**config.mk**
```make
export PLATFORM = sky130hd
export DESIGN_NAME = fpscr_fi_unit
export DESIGN_NICKNAME = d
export VERILOG_FILES = /design/src/rtl/fpscr_fi_pkg.sv /design/src/rtl/fpscr_fi_decode.sv /design/src/rtl/fpscr_fi_merge.sv /design/src/rtl/fpscr_fi_unit.sv
export SDC_FILE = /design/constraint.sdc
export NUM_CORES = 1
export LEC_CHECK = 0
export BUFFER_PORTS_ARGS = -buffer_cell sky130_fd_sc_hd__clkbuf_2
export CELL_PAD_IN_SITES_DETAIL_PLACEMENT = 1
export CELL_PAD_IN_SITES_GLOBAL_PLACEMENT = 2
export CORE_UTILIZATION = 32
export CTS_CLUSTER_DIAMETER = 40
export DETAILED_ROUTE_END_ITERATION = 16
export GPL_TIMING_DRIVEN = 0
export PLACE_DENSITY = 0.9
export SLEW_MARGIN = 10
export SYNTH_ARGS = -nofsm -noshare
export SYNTH_HDL_FRONTEND = slang
export SYNTH_HIERARCHICAL = 1
export SYNTH_SLANG_ARGS = --single-unit
```
**constraint.sdc**
```tcl
create_clock -name clk -period 2.75 [get_ports clk]
set_input_delay 0.1375 -clock clk [delete_from_list [all_inputs] [get_ports clk]]
set_output_delay 0.1375 -clock clk [all_outputs]
set_load 0.05 [all_outputs]
```
**src/rtl/fpscr_fi_pkg.sv**
```systemverilog
package fpscr_fi_pkg;
  // Fixed instruction format (raw word, LSB-first numbering)
  localparam int unsigned INSN_W    = 32;
  localparam logic [5:0]  PRI_OP    = 6'd63;
  localparam logic [9:0]  EXT_OP    = 10'd134;
  localparam int unsigned SEL_LO    = 23;
  localparam int unsigned SEL_BITS  = 3;
  localparam int unsigned IMM_LO    = 12;
  localparam int unsigned IMM_BITS  = 4;

  typedef struct packed {
    logic                hit;
    logic                rec;
    logic [SEL_BITS-1:0] sel;
    logic [IMM_BITS-1:0] imm;
  } fi_op_t;
endpackage

```
**src/rtl/fpscr_fi_decode.sv**
```systemverilog
module fpscr_fi_decode
  import fpscr_fi_pkg::*;
(
  input  logic              valid,
  input  logic [INSN_W-1:0] word,
  output fi_op_t            op
);
  logic pri_ok;
  logic ext_ok;

  always_comb begin
    pri_ok = (word[INSN_W-1 -: 6] == PRI_OP);
    ext_ok = (word[10:1] == EXT_OP);
    op.hit = valid && pri_ok && ext_ok;
    op.rec = word[0];
    op.sel = word[SEL_LO +: SEL_BITS];
    op.imm = word[IMM_LO +: IMM_BITS];
  end
endmodule

```
**src/rtl/fpscr_fi_merge.sv**
```systemverilog
module fpscr_fi_merge #(
  parameter int unsigned FIELD_W    = 4,
  parameter int unsigned NUM_FIELDS = 8,
  parameter logic [FIELD_W-1:0] F0_GUARD = 4'b0110,
  localparam int unsigned DATA_W = FIELD_W * NUM_FIELDS,
  localparam int unsigned SEL_W  = $clog2(NUM_FIELDS)
) (
  input  logic [DATA_W-1:0]  cur,
  input  logic [SEL_W-1:0]   sel,
  input  logic [FIELD_W-1:0] imm,
  input  logic               guard_en,
  output logic [DATA_W-1:0]  nxt
);
  for (genvar i = 0; i < NUM_FIELDS; i++) begin : g_field
    localparam int unsigned LO = DATA_W - FIELD_W * (i + 1);
    logic [FIELD_W-1:0] put;
    if (i == 0) begin : g_guarded
      always_comb
        put = guard_en ? ((imm & ~F0_GUARD) | (cur[LO +: FIELD_W] & F0_GUARD)) : imm;
    end else begin : g_plain
      always_comb put = imm;
    end
    assign nxt[LO +: FIELD_W] = (sel == SEL_W'(i)) ? put : cur[LO +: FIELD_W];
  end
endmodule

```
**src/rtl/fpscr_fi_unit.sv**
```systemverilog
module fpscr_fi_unit
  import fpscr_fi_pkg::*;
#(
  parameter int unsigned FIELD_W    = 4,
  parameter int unsigned NUM_FIELDS = 8,
  parameter int unsigned RM_W       = 2,
  localparam int unsigned DATA_W = FIELD_W * NUM_FIELDS
) (
  input  logic              clk,
  input  logic              rst,
  input  logic              instr_valid,
  input  logic [INSN_W-1:0] instr_word,
  input  logic              restrict_en,
  output logic [DATA_W-1:0] status_q,
  output logic [RM_W-1:0]   round_mode,
  output logic              cr1_we,
  output logic [FIELD_W-1:0] cr1_val,
  output logic              match_q
);
  fi_op_t            op;
  logic [DATA_W-1:0] nxt;

  fpscr_fi_decode u_dec (
    .valid (instr_valid),
    .word  (instr_word),
    .op    (op)
  );

  fpscr_fi_merge #(
    .FIELD_W    (FIELD_W),
    .NUM_FIELDS (NUM_FIELDS)
  ) u_merge (
    .cur      (status_q),
    .sel      (op.sel),
    .imm      (op.imm),
    .guard_en (restrict_en),
    .nxt      (nxt)
  );

  always_ff @(posedge clk) begin
    if (rst) begin
      status_q <= '0;
      cr1_we   <= 1'b0;
      cr1_val  <= '0;
      match_q  <= 1'b0;
    end else begin
      match_q <= op.hit;
      cr1_we  <= op.hit && op.rec;
      if (op.hit) begin
        status_q <= nxt;
        if (op.rec) cr1_val <= nxt[DATA_W-1 -: FIELD_W];
      end
    end
  end

  assign round_mode = status_q[RM_W-1:0];
endmodule

```
======== Word level (Yosys, flattened, before mapping) ========
Cells that the tools add are included.
cells by class
  bitwise operators ....................... 1
  equal/unequal tests ..................... 9
  reduce and logical (&&, ||, !) cells .... 12
  mux-type cells .......................... 2
operators by type and width
  cell                                                  count
  AND reduction 2 bit                                   8
  equality test 3 bit, second input constant            4
  equality test 10 x 8 -> 1 bit, second input constant  1
  two-way mux 4 bit                                     2
  equality test 3 x 2 -> 1 bit, second input constant   2
  equality test 6 bit, second input constant            1
  OR 4 x 3 -> 4 bit                                     1
  equality test 3 x 1 -> 1 bit, second input constant   1
  logical AND 1 bit                                     3
  zero test 3 bit                                       1
storage, ports and cells
  flip-flop bits (word level) ............. 38
  output and inout port bits .............. 40

======== Depth between registers and ports, before layout ========
Gate-level depths: netlist of run 1.
  depth in word-level cells ............... 4
  mapped depth ............................ 7
  gate-level depth less buffers ........... 5

======== By module ========
Netlist of run 1, hierarchy kept.
modules (own cells, without submodules)
  module           seq. area each (µm²)  cells each  area an instance (µm²)  instances
  fpscr_fi_unit    760.7                 129         1,401.3                 1
  fpscr_fi_merge   0.0                   44          546.8                   1
  fpscr_fi_decode  0.0                   15          113.9                   1

======== Worst setup path after synthesis of run 1 ========
OpenSTA, ideal clock, no wires.
  kind .................................... input port to flip-flop
  from .................................... input instr_word[6]
  to ...................................... register status_q[4]
  data required time ...................... 2.622 ns
  stages on the path ...................... 6
  path slack .............................. 1.178 ns
  setup time .............................. 0.128 ns
  arrival time ............................ 1.445 ns
  path through ............................ or4b_1 > nor4_2 > buf_6 > buf_6 > mux2i_1 > nor2_1
RTL lines
  item                  RTL line             RTL
  start, declared       fpscr_fi_unit.sv:12  input logic [INSN_W-1:0] instr_word,
  end signal, assigned  fpscr_fi_unit.sv:50  status_q <= nxt;
  end, declared         fpscr_fi_unit.sv:14  output logic [DATA_W-1:0] status_q,

==> metrics.md, run 1 <==
| Metric | Value |
|---|---|
| Via/cell ratio | 4.804 |
| Die ar. | 0.006768 mm2 |
| Hold_buf cts | 0 |
| Post-synth top cells | dfxtp_1 (38), nor2_1 (34), mux2i_1 (32) |
| Max FO, Critical Path | 10 |
| Die H | 82.27 um |
| Final setup vio count | 0 |
| First-pass GRT wire length | 8038 um |
| Main flop type after synthesis | dfxtp_1 |
| WHS Endpoint | cr1_val[2]$_SDFFE_PP0P_ |
| Worst min-delay path class | in2reg |
| FP Rows | 28 |
| Area of the core | 0.006061 mm2 |
| WL final | 4979 um |
| Slew Viols, Final | 0 |
| Post-synth top area share | 36.89% |
| Seq cells post-synth | 38 |
| Pwr Density | 405.9 mW/mm2 |
| Final setup skew | 0.002134 ns |
| LEAKAGE | 1.102 nW |
| Layout cells sized above 1 | 51.59% |
| Worst vdd ir | 0.0001587 V |
| CP endpoint kind | flop |
| Root buffer cell | clkbuf_8 |
| Post-synth EDFFs | 0 |
| Final hold viol count | 0 |
| CTS sink count | 38 |
| Post-DR wirelength/cell | 15.23 um |
| Slew Limit Headroom | 68.02% |
| Post-synth ARST share | 0% |
| Crit Path Class | in2reg |
| Hold Crit Start | rst |
| Antenna diodes | 0 |
| CTS H-Tree Depth | 2 |
| Yosys warns | 6 |
| Drc violations | 0 |
| Area grow syn2layout | 22.63% |
| Router iterations before antenna repair | 4 |
| Fin crit period | 1.486 ns |
| Netlist cell types | 25 |
| Top Ports | 76 |
| Sequential fraction of the synthesis area | 36.89% |
| Fill cell count | 726 |
| Die X-Extent | 82.27 um |
| Initial core utilization | 34.02% |
| Mapped Cells | 188 |
| Clk_lat worst skew | 0.29 ns |
| Pin count of the biggest net entering global routing | 11 |
| RSZ-0062 raised after global routing | false |
| Final nets | 289 |
| Area of the multi-input gates | 0.001109 mm2 |
| Setup TNS | 0 ns |
| Top cell type by total area after synthesis | dfxtp_1 |
| Run status | completed |
| Reg2reg end | status_q[29]$_SDFFE_PP0P_ |
| Vias in the first global route | 1668 |
| DR iter-0 viols | 21 |
| Required time of the critical path | 2.93 ns |
| Max_cap viols | 0 |
| Total GRT Usage | 16.40% |
| FF-to-FF setup slack | 1.81 ns |
| Port Buf Inserts | 58 |
| Post-CTS setup buffers | 0 |
| Mean Syn Cell Area | 10.97 um2 |
| CTS max path bufs | 2 |
| Critical Path AT | 1.66 ns |
| Most frequent cell after synthesis | dfxtp_1 |
| Final cycle utilization of the critical path | 54.04% |
| Synthesized cell area | 0.002062 mm2 |
| Grt total ovfl | 0 |
| Synth top area cells | dfxtp_1 (37%), mux2_2 (17%), mux2i_1 (16%), nor2_1 (6.2%), buf_6 (3.8%) |
| Remaining antenna violation count | 0 |
| Initial antenna violation count | 0 |
| CP startpoint kind | input port |
| Pin slew with the least headroom to its limit | 0.4796 ns |
| CTS tree | yes |
| Hold depth | 2 |
| Clk pin slew, worst setup/hold paths | 0.07 ns |
| R2R cell count | 3 |
| Via count | 1571 |
| Core Util, Final | 41.72% |
| HPWL Detailed | 3669 um |
| R2r startpoint | status_q[29]$_SDFFE_PP0P_ |
| Storage element area | 760.7 um2 |
| Post-CTS Resized | 0 |
| Syn Nets | 224 |
| Num CTS Buffers | 5 |
| F_max | 0.6729 GHz |
| GP Congestion | 0.7134 |
[final cells by class]
cell class	instances	share of cell area, %
buffer	23	7.620
clock buffer	6	3.266
multi-input combinational	127	43.84
sequential	38	30.08
tap	75	3.711
timing repair buffer	58	11.48
[critical path, stage by stage]
cell and delay [ns]:
clkbuf_2 0.08, or4b_1 0.53, nor4_2 0.25, buf_6 0.18, buf_6 0.18, mux2i_1 0.23, nor2_1 0.07
[metrics by stage]
stage                     setup slack [ns]  instance area, um2  instances  hold slack, ns  power, mW
final                                1.264                2529        327          0.1580      1.026
after detailed placement            0.9603                2446        321          0.4709     0.6616
after global routing                 1.187                2529        327          0.1673      1.074
after floorplan                      1.178                2062        188          0.3895     0.6310
after CTS                            1.246                2529        327          0.1707      1.044
after global placement               1.005                2446        321          0.4686     0.6595
[layer usage]
| metal | part of all wire (%) | vias up | global-route usage, % |
|---|---|---|---|
| met5 | 0 | - | 0 |
| met4 | 1.5 | 0 | 5.789 |
| met3 | 5.6 | 8 | 4.615 |
| met2 | 50 | 48 | 28.93 |
| met1 | 42 | 746 | 18.80 |
| li1 | - | 769 | - |
[worst max-delay path by stage]
| stage | to | startpoint |
|---|---|---|
| 2_1_floorplan | status_q[4]$_SDFFE_PP0P_ | instr_word[6] |
| 3_3_place_gp | status_q[4]$_SDFFE_PP0P_ | instr_word[6] |
| 3_5_place_dp | status_q[17]$_SDFFE_PP0P_ | instr_word[6] |
| 4_1_cts | status_q[17]$_SDFFE_PP0P_ | instr_word[6] |
| 5_1_grt | status_q[22]$_SDFFE_PP0P_ | instr_word[6] |
| 6_report | status_q[17]$_SDFFE_PP0P_ | instr_word[6] |
[where the power goes]
part / internal (mW) / switching (mW)
clock network: 0.193 / 0.186
logic: 0.0476 / 0.0493
registers: 0.550 / 0.000000453
[cells in the final DEF (no fill, tap or decap), types with 4 or more instances in the layout]
| master | count |
|---|---|
| clkbuf_2 | 58 |
| dfxtp_1 | 38 |
| nor2_1 | 34 |
| mux2i_1 | 32 |
| mux2_2 | 31 |
| buf_4 | 10 |
| buf_6 | 7 |
| nand3_1 | 6 |
| clkbuf_8 | 6 |
| buf_2 | 4 |
[kinds of logic after synthesis]
kind of cell           Yosys count  synth area share [%]
buffers and inverters           23                 9.344
and+or+nand+nor                 55                 17.48
muxes                           64                 33.01
DFF                             38                 36.89
AOI/OAI and AO/OA                8                 3.277
[state kept, by name (all words and copies together), names as in the netlist]
register,count
status_q,32
match_q,1
cr1_we,1
cr1_val,4
Power figures use the tool's default switching activity.
==> inputs of run 2 (changes only) <==
- ABC_AREA: default -> 1
- CORE_UTILIZATION: 32 -> 25
- PLACE_DENSITY: 0.9 -> 0.84
- clock period: 2.75 -> 1.45 ns (I/O delays scaled with it)
==> metrics.md, run 2 <==
| Metric | Value |
|---|---|
| Mux contribution to synthesized area | 0% (was 33.01%) |
| LEAKAGE | 1.384 nW (was 1.102 nW) |
| Most frequent cells in the layout | nor2_1 (71), nand2_1 (71), clkbuf_2 (63), dfxtp_1 (38), o21ai_0 (32) (was clkbuf_2 (58), dfxtp_1 (38), nor2_1 (34), mux2i_1 (32), mux2_2 (31)) |
| Run status | completed (unchanged) |
| Via count | 2131 (was 1571) |
| Slew Limit Headroom | 61.79% (was 68.02%) |
| Slew Viols, Final | 0 (unchanged) |
| Drc violations | 0 (unchanged) |
| Initial antenna violation count | 0 (unchanged) |
| DP Area | 0.002457 mm2 (was 0.002446 mm2) |
| Max reg flops | 32 (unchanged) |
| Via/cell ratio | 4.524 (was 4.804) |
| Synth Area in Simple Gates | 38.68% (was 17.48%) |
| GP Congestion | 0.7629 (was 0.7134) |
| Placed Cells | 462 (was 321) |
| Mapped Cells | 301 (was 188) |
| Post-synth top area share | 37.39% (was 36.89%) |
| CTS H-Tree Depth | 2 (unchanged) |
| Top reg by flops | status_q (unchanged) |
| Pin count of the biggest net entering global routing | 12 (was 11) |
| Largest family of logic cells by synthesized area | simple AND/OR/NAND/NOR gates (was multiplexers) |
| Post-synth ARST share | 0% (unchanged) |
| Final hold viol count | 0 (unchanged) |
| Remaining antenna violation count | 0 (unchanged) |
| Clk pin slew, worst setup/hold paths | 0.08 ns (was 0.07 ns) |
| Seq cells post-synth | 38 (unchanged) |
| Post-DR wirelength/cell | 12.75 um (was 15.23 um) |
| Port Buf Inserts | 59 (was 58) |
| Core Util, Final | 32.79% (was 41.72%) |
| Total GRT Usage | 15.01% (was 16.40%) |
| Compound-gate portion of the synthesized area | 11.81% (was 3.277%) |
| Pwr Density | 791.9 mW/mm2 (was 405.9 mW/mm2) |
| DR iter-0 viols | 66 (was 21) |
| Final setup vio count | 0 (unchanged) |
| Worst min-delay path class | in2reg (unchanged) |
| Final setup skew | 0.004827 ns (was 0.002134 ns) |
| Setup TNS | 0 ns (unchanged) |
| Post-synth EDFFs | 0 (unchanged) |
| CP peak stage delay | 0.45 ns (was 0.53 ns) |
| Pin slew with the least headroom to its limit | 0.5710 ns (was 0.4796 ns) |
| Router iterations before antenna repair | 4 (unchanged) |
| Post-CTS setup buffers | 0 (unchanged) |
| Netlist cell types | 22 (was 25) |
| Die H | 92.21 um (was 82.27 um) |
| Yosys warns | 6 (unchanged) |
| HPWL Detailed | 4610 um (was 3669 um) |
| Antenna diodes | 0 (unchanged) |
| FF-to-FF setup slack | 0.57 ns (was 1.81 ns) |
| Max_cap viols | 0 (unchanged) |
| Num CTS Buffers | 5 (unchanged) |
| Synth top area cells | dfxtp_1 (37%), nand2_1 (13%), nor2_1 (13%), o21ai_0 (7.9%), o21ai_1 (3.9%) (was dfxtp_1 (37%), mux2_2 (17%), mux2i_1 (16%), nor2_1 (6.2%), buf_6 (3.8%)) |
| CTS max path bufs | 2 (unchanged) |
| Final cell count without fillers | 471 (was 327) |
| Crit Path Class | in2reg (unchanged) |
| Finished Cell Area | 0.002560 mm2 (was 0.002529 mm2) |
| Registers with the most flip-flops | status_q (32), cr1_val (4) (unchanged) |
| Synthesized cell area | 0.002034 mm2 (was 0.002062 mm2) |
| CTS tree | yes (unchanged) |
| Grt total ovfl | 0 (unchanged) |
| Fill cell count | 1023 (was 726) |
| Die X-Extent | 92.21 um (was 82.27 um) |
| FP Rows | 32 (was 28) |
| F_max | 0.8207 GHz |
| Max FO, Critical Path | 10 (unchanged) |
| Clk_lat worst skew | 0.30 ns (was 0.29 ns) |
| Mean Syn Cell Area | 6.759 um2 (was 10.97 um2) |
| Crit path cell chain | clkbuf_2 -> inv_1 -> nand2_1 -> nor2_1 -> nand3_1 -> nor2_1 -> inv_2 -> buf_2 -> nor2_1 -> nor2_1 (was clkbuf_2 -> or4b_1 -> nor4_2 -> buf_6 -> buf_6 -> mux2i_1 -> nor2_1) |
| Area grow syn2layout | 25.83% (was 22.63%) |
| Syn Nets | 337 (was 224) |
| XOR/XNOR share of the synthesized area | 0% (unchanged) |
| Top Ports | 76 (unchanged) |
| Synth Area in Adders | 0% (unchanged) |
| Hold Slack | 0.1197 ns (was 0.1580 ns) |
| Final cycle utilization of the critical path | 84.04% |
| CP endpoint kind | flop (unchanged) |
| CTS sink count | 38 (unchanged) |
| WL final | 6004 um (was 4979 um) |
| Post-synth top cells | nand2_1 (71), nor2_1 (71), dfxtp_1 (38) (was dfxtp_1 (38), nor2_1 (34), mux2i_1 (32)) |
| Sequential fraction of the synthesis area | 37.39% (was 36.89%) |
| Final nets | 404 (was 289) |
| First-pass GRT wire length | 10080 um (was 8038 um) |
| Area of the core | 0.007807 mm2 (was 0.006061 mm2) |
| RSZ-0062 raised after global routing | false (unchanged) |
| Die ar. | 0.008503 mm2 (was 0.006768 mm2) |
| Worst vdd ir | 0.0003144 V (was 0.0001587 V) |
| Crit path max-delay cell type | nor2_1 (was or4b_1) |
| Layout cells sized above 1 | 28.46% (was 51.59%) |
| Initial core utilization | 26.06% (was 34.02%) |
| Top cell type by total area after synthesis | dfxtp_1 (unchanged) |
| Vias in the first global route | 2085 (was 1668) |
| Required time of the critical path | 1.64 ns (was 2.93 ns) |
| Main flop type after synthesis | dfxtp_1 (unchanged) |
| Root buffer cell | clkbuf_8 (unchanged) |
| Fin crit period | 1.219 ns |
| CP startpoint kind | input port (unchanged) |
| Critical Path AT | 1.41 ns (was 1.66 ns) |
| Most frequent CP cell | nor2_1 (was buf_6) |
==> run 2: layer usage <==
layer  GRT usage, %  vias up  routed length, um
li1               -     1088                  -
met1          19.05      989               2828
met2          25.19       49               2818
met3          3.566        5                287
met4          4.297        0                 70
met5              0        -                  0
==> run 2: cell type report <==
type | instances | area, um2 | area share, %
clock inverters | 1 | 5.005 | 0.1955
repair buffers | 60 | 305.3 | 11.93
plain buffers | 23 | 165.2 | 6.452
well taps | 102 | 127.6 | 4.985
multi-input cells | 222 | 1027 | 40.13
inverters | 18 | 82.58 | 3.226
clock buffers | 7 | 86.33 | 3.372
flip-flops and latches | 38 | 760.7 | 29.72
==> run 2: final timing paths <==
kind	start	cells past startpoint	end
worst max register to register	status_q[29]$_SDFFE_PP0P_	6	status_q[29]$_SDFFE_PP0P_
worst min-delay path	instr_word[0]	4	cr1_val[2]$_SDFFE_PP0P_
worst min register to register	cr1_val[2]$_SDFFE_PP0P_	2	cr1_val[2]$_SDFFE_PP0P_
worst max-delay path	instr_word[4]	10	status_q[14]$_SDFFE_PP0P_
==> run 2: repair_timing <==
item | CTS | global route
hold buffers | 1 | 0
endpoints found under the setup margin | 0 | 1
hold endpoints to repair | 1 | 0
gates resized for setup | 0 | 2
==> run 2: power by group <==
group / total [mW] / switching, mW / internal, mW
Combinational: 0.204 / 0.125 / 0.0788
Sequential: 1.04 / 0.0000112 / 1.04
Clock: 0.781 / 0.397 / 0.384
==> run 2: logic make-up (layout without fill, tap and decap cells) <==
| logic type | Yosys count | count (layout) |
|---|---|---|
| AOI/OAI and AO/OA | 48 | 48 |
| buffers and inverters | 41 | 109 |
| DFF | 38 | 38 |
| and+or+nand+nor | 174 | 174 |
==> run 2: worst max-delay path, delay by kind of cell <==
family	cells	cell delay (ns)
buffers and inverters	4	0.49
AND/OR/NAND/NOR	6	0.86
==> run 2: stage by stage <==
stage / power [mW] / setup WS, ns
after floorplan: 1.207 / 0.3505
after global placement: 1.269 / -0.09586
after detailed placement: 1.272 / -0.1258
after CTS: 2.052 / 0.1427
after global routing: 2.105 / 0.05144
final: 2.027 / 0.2315
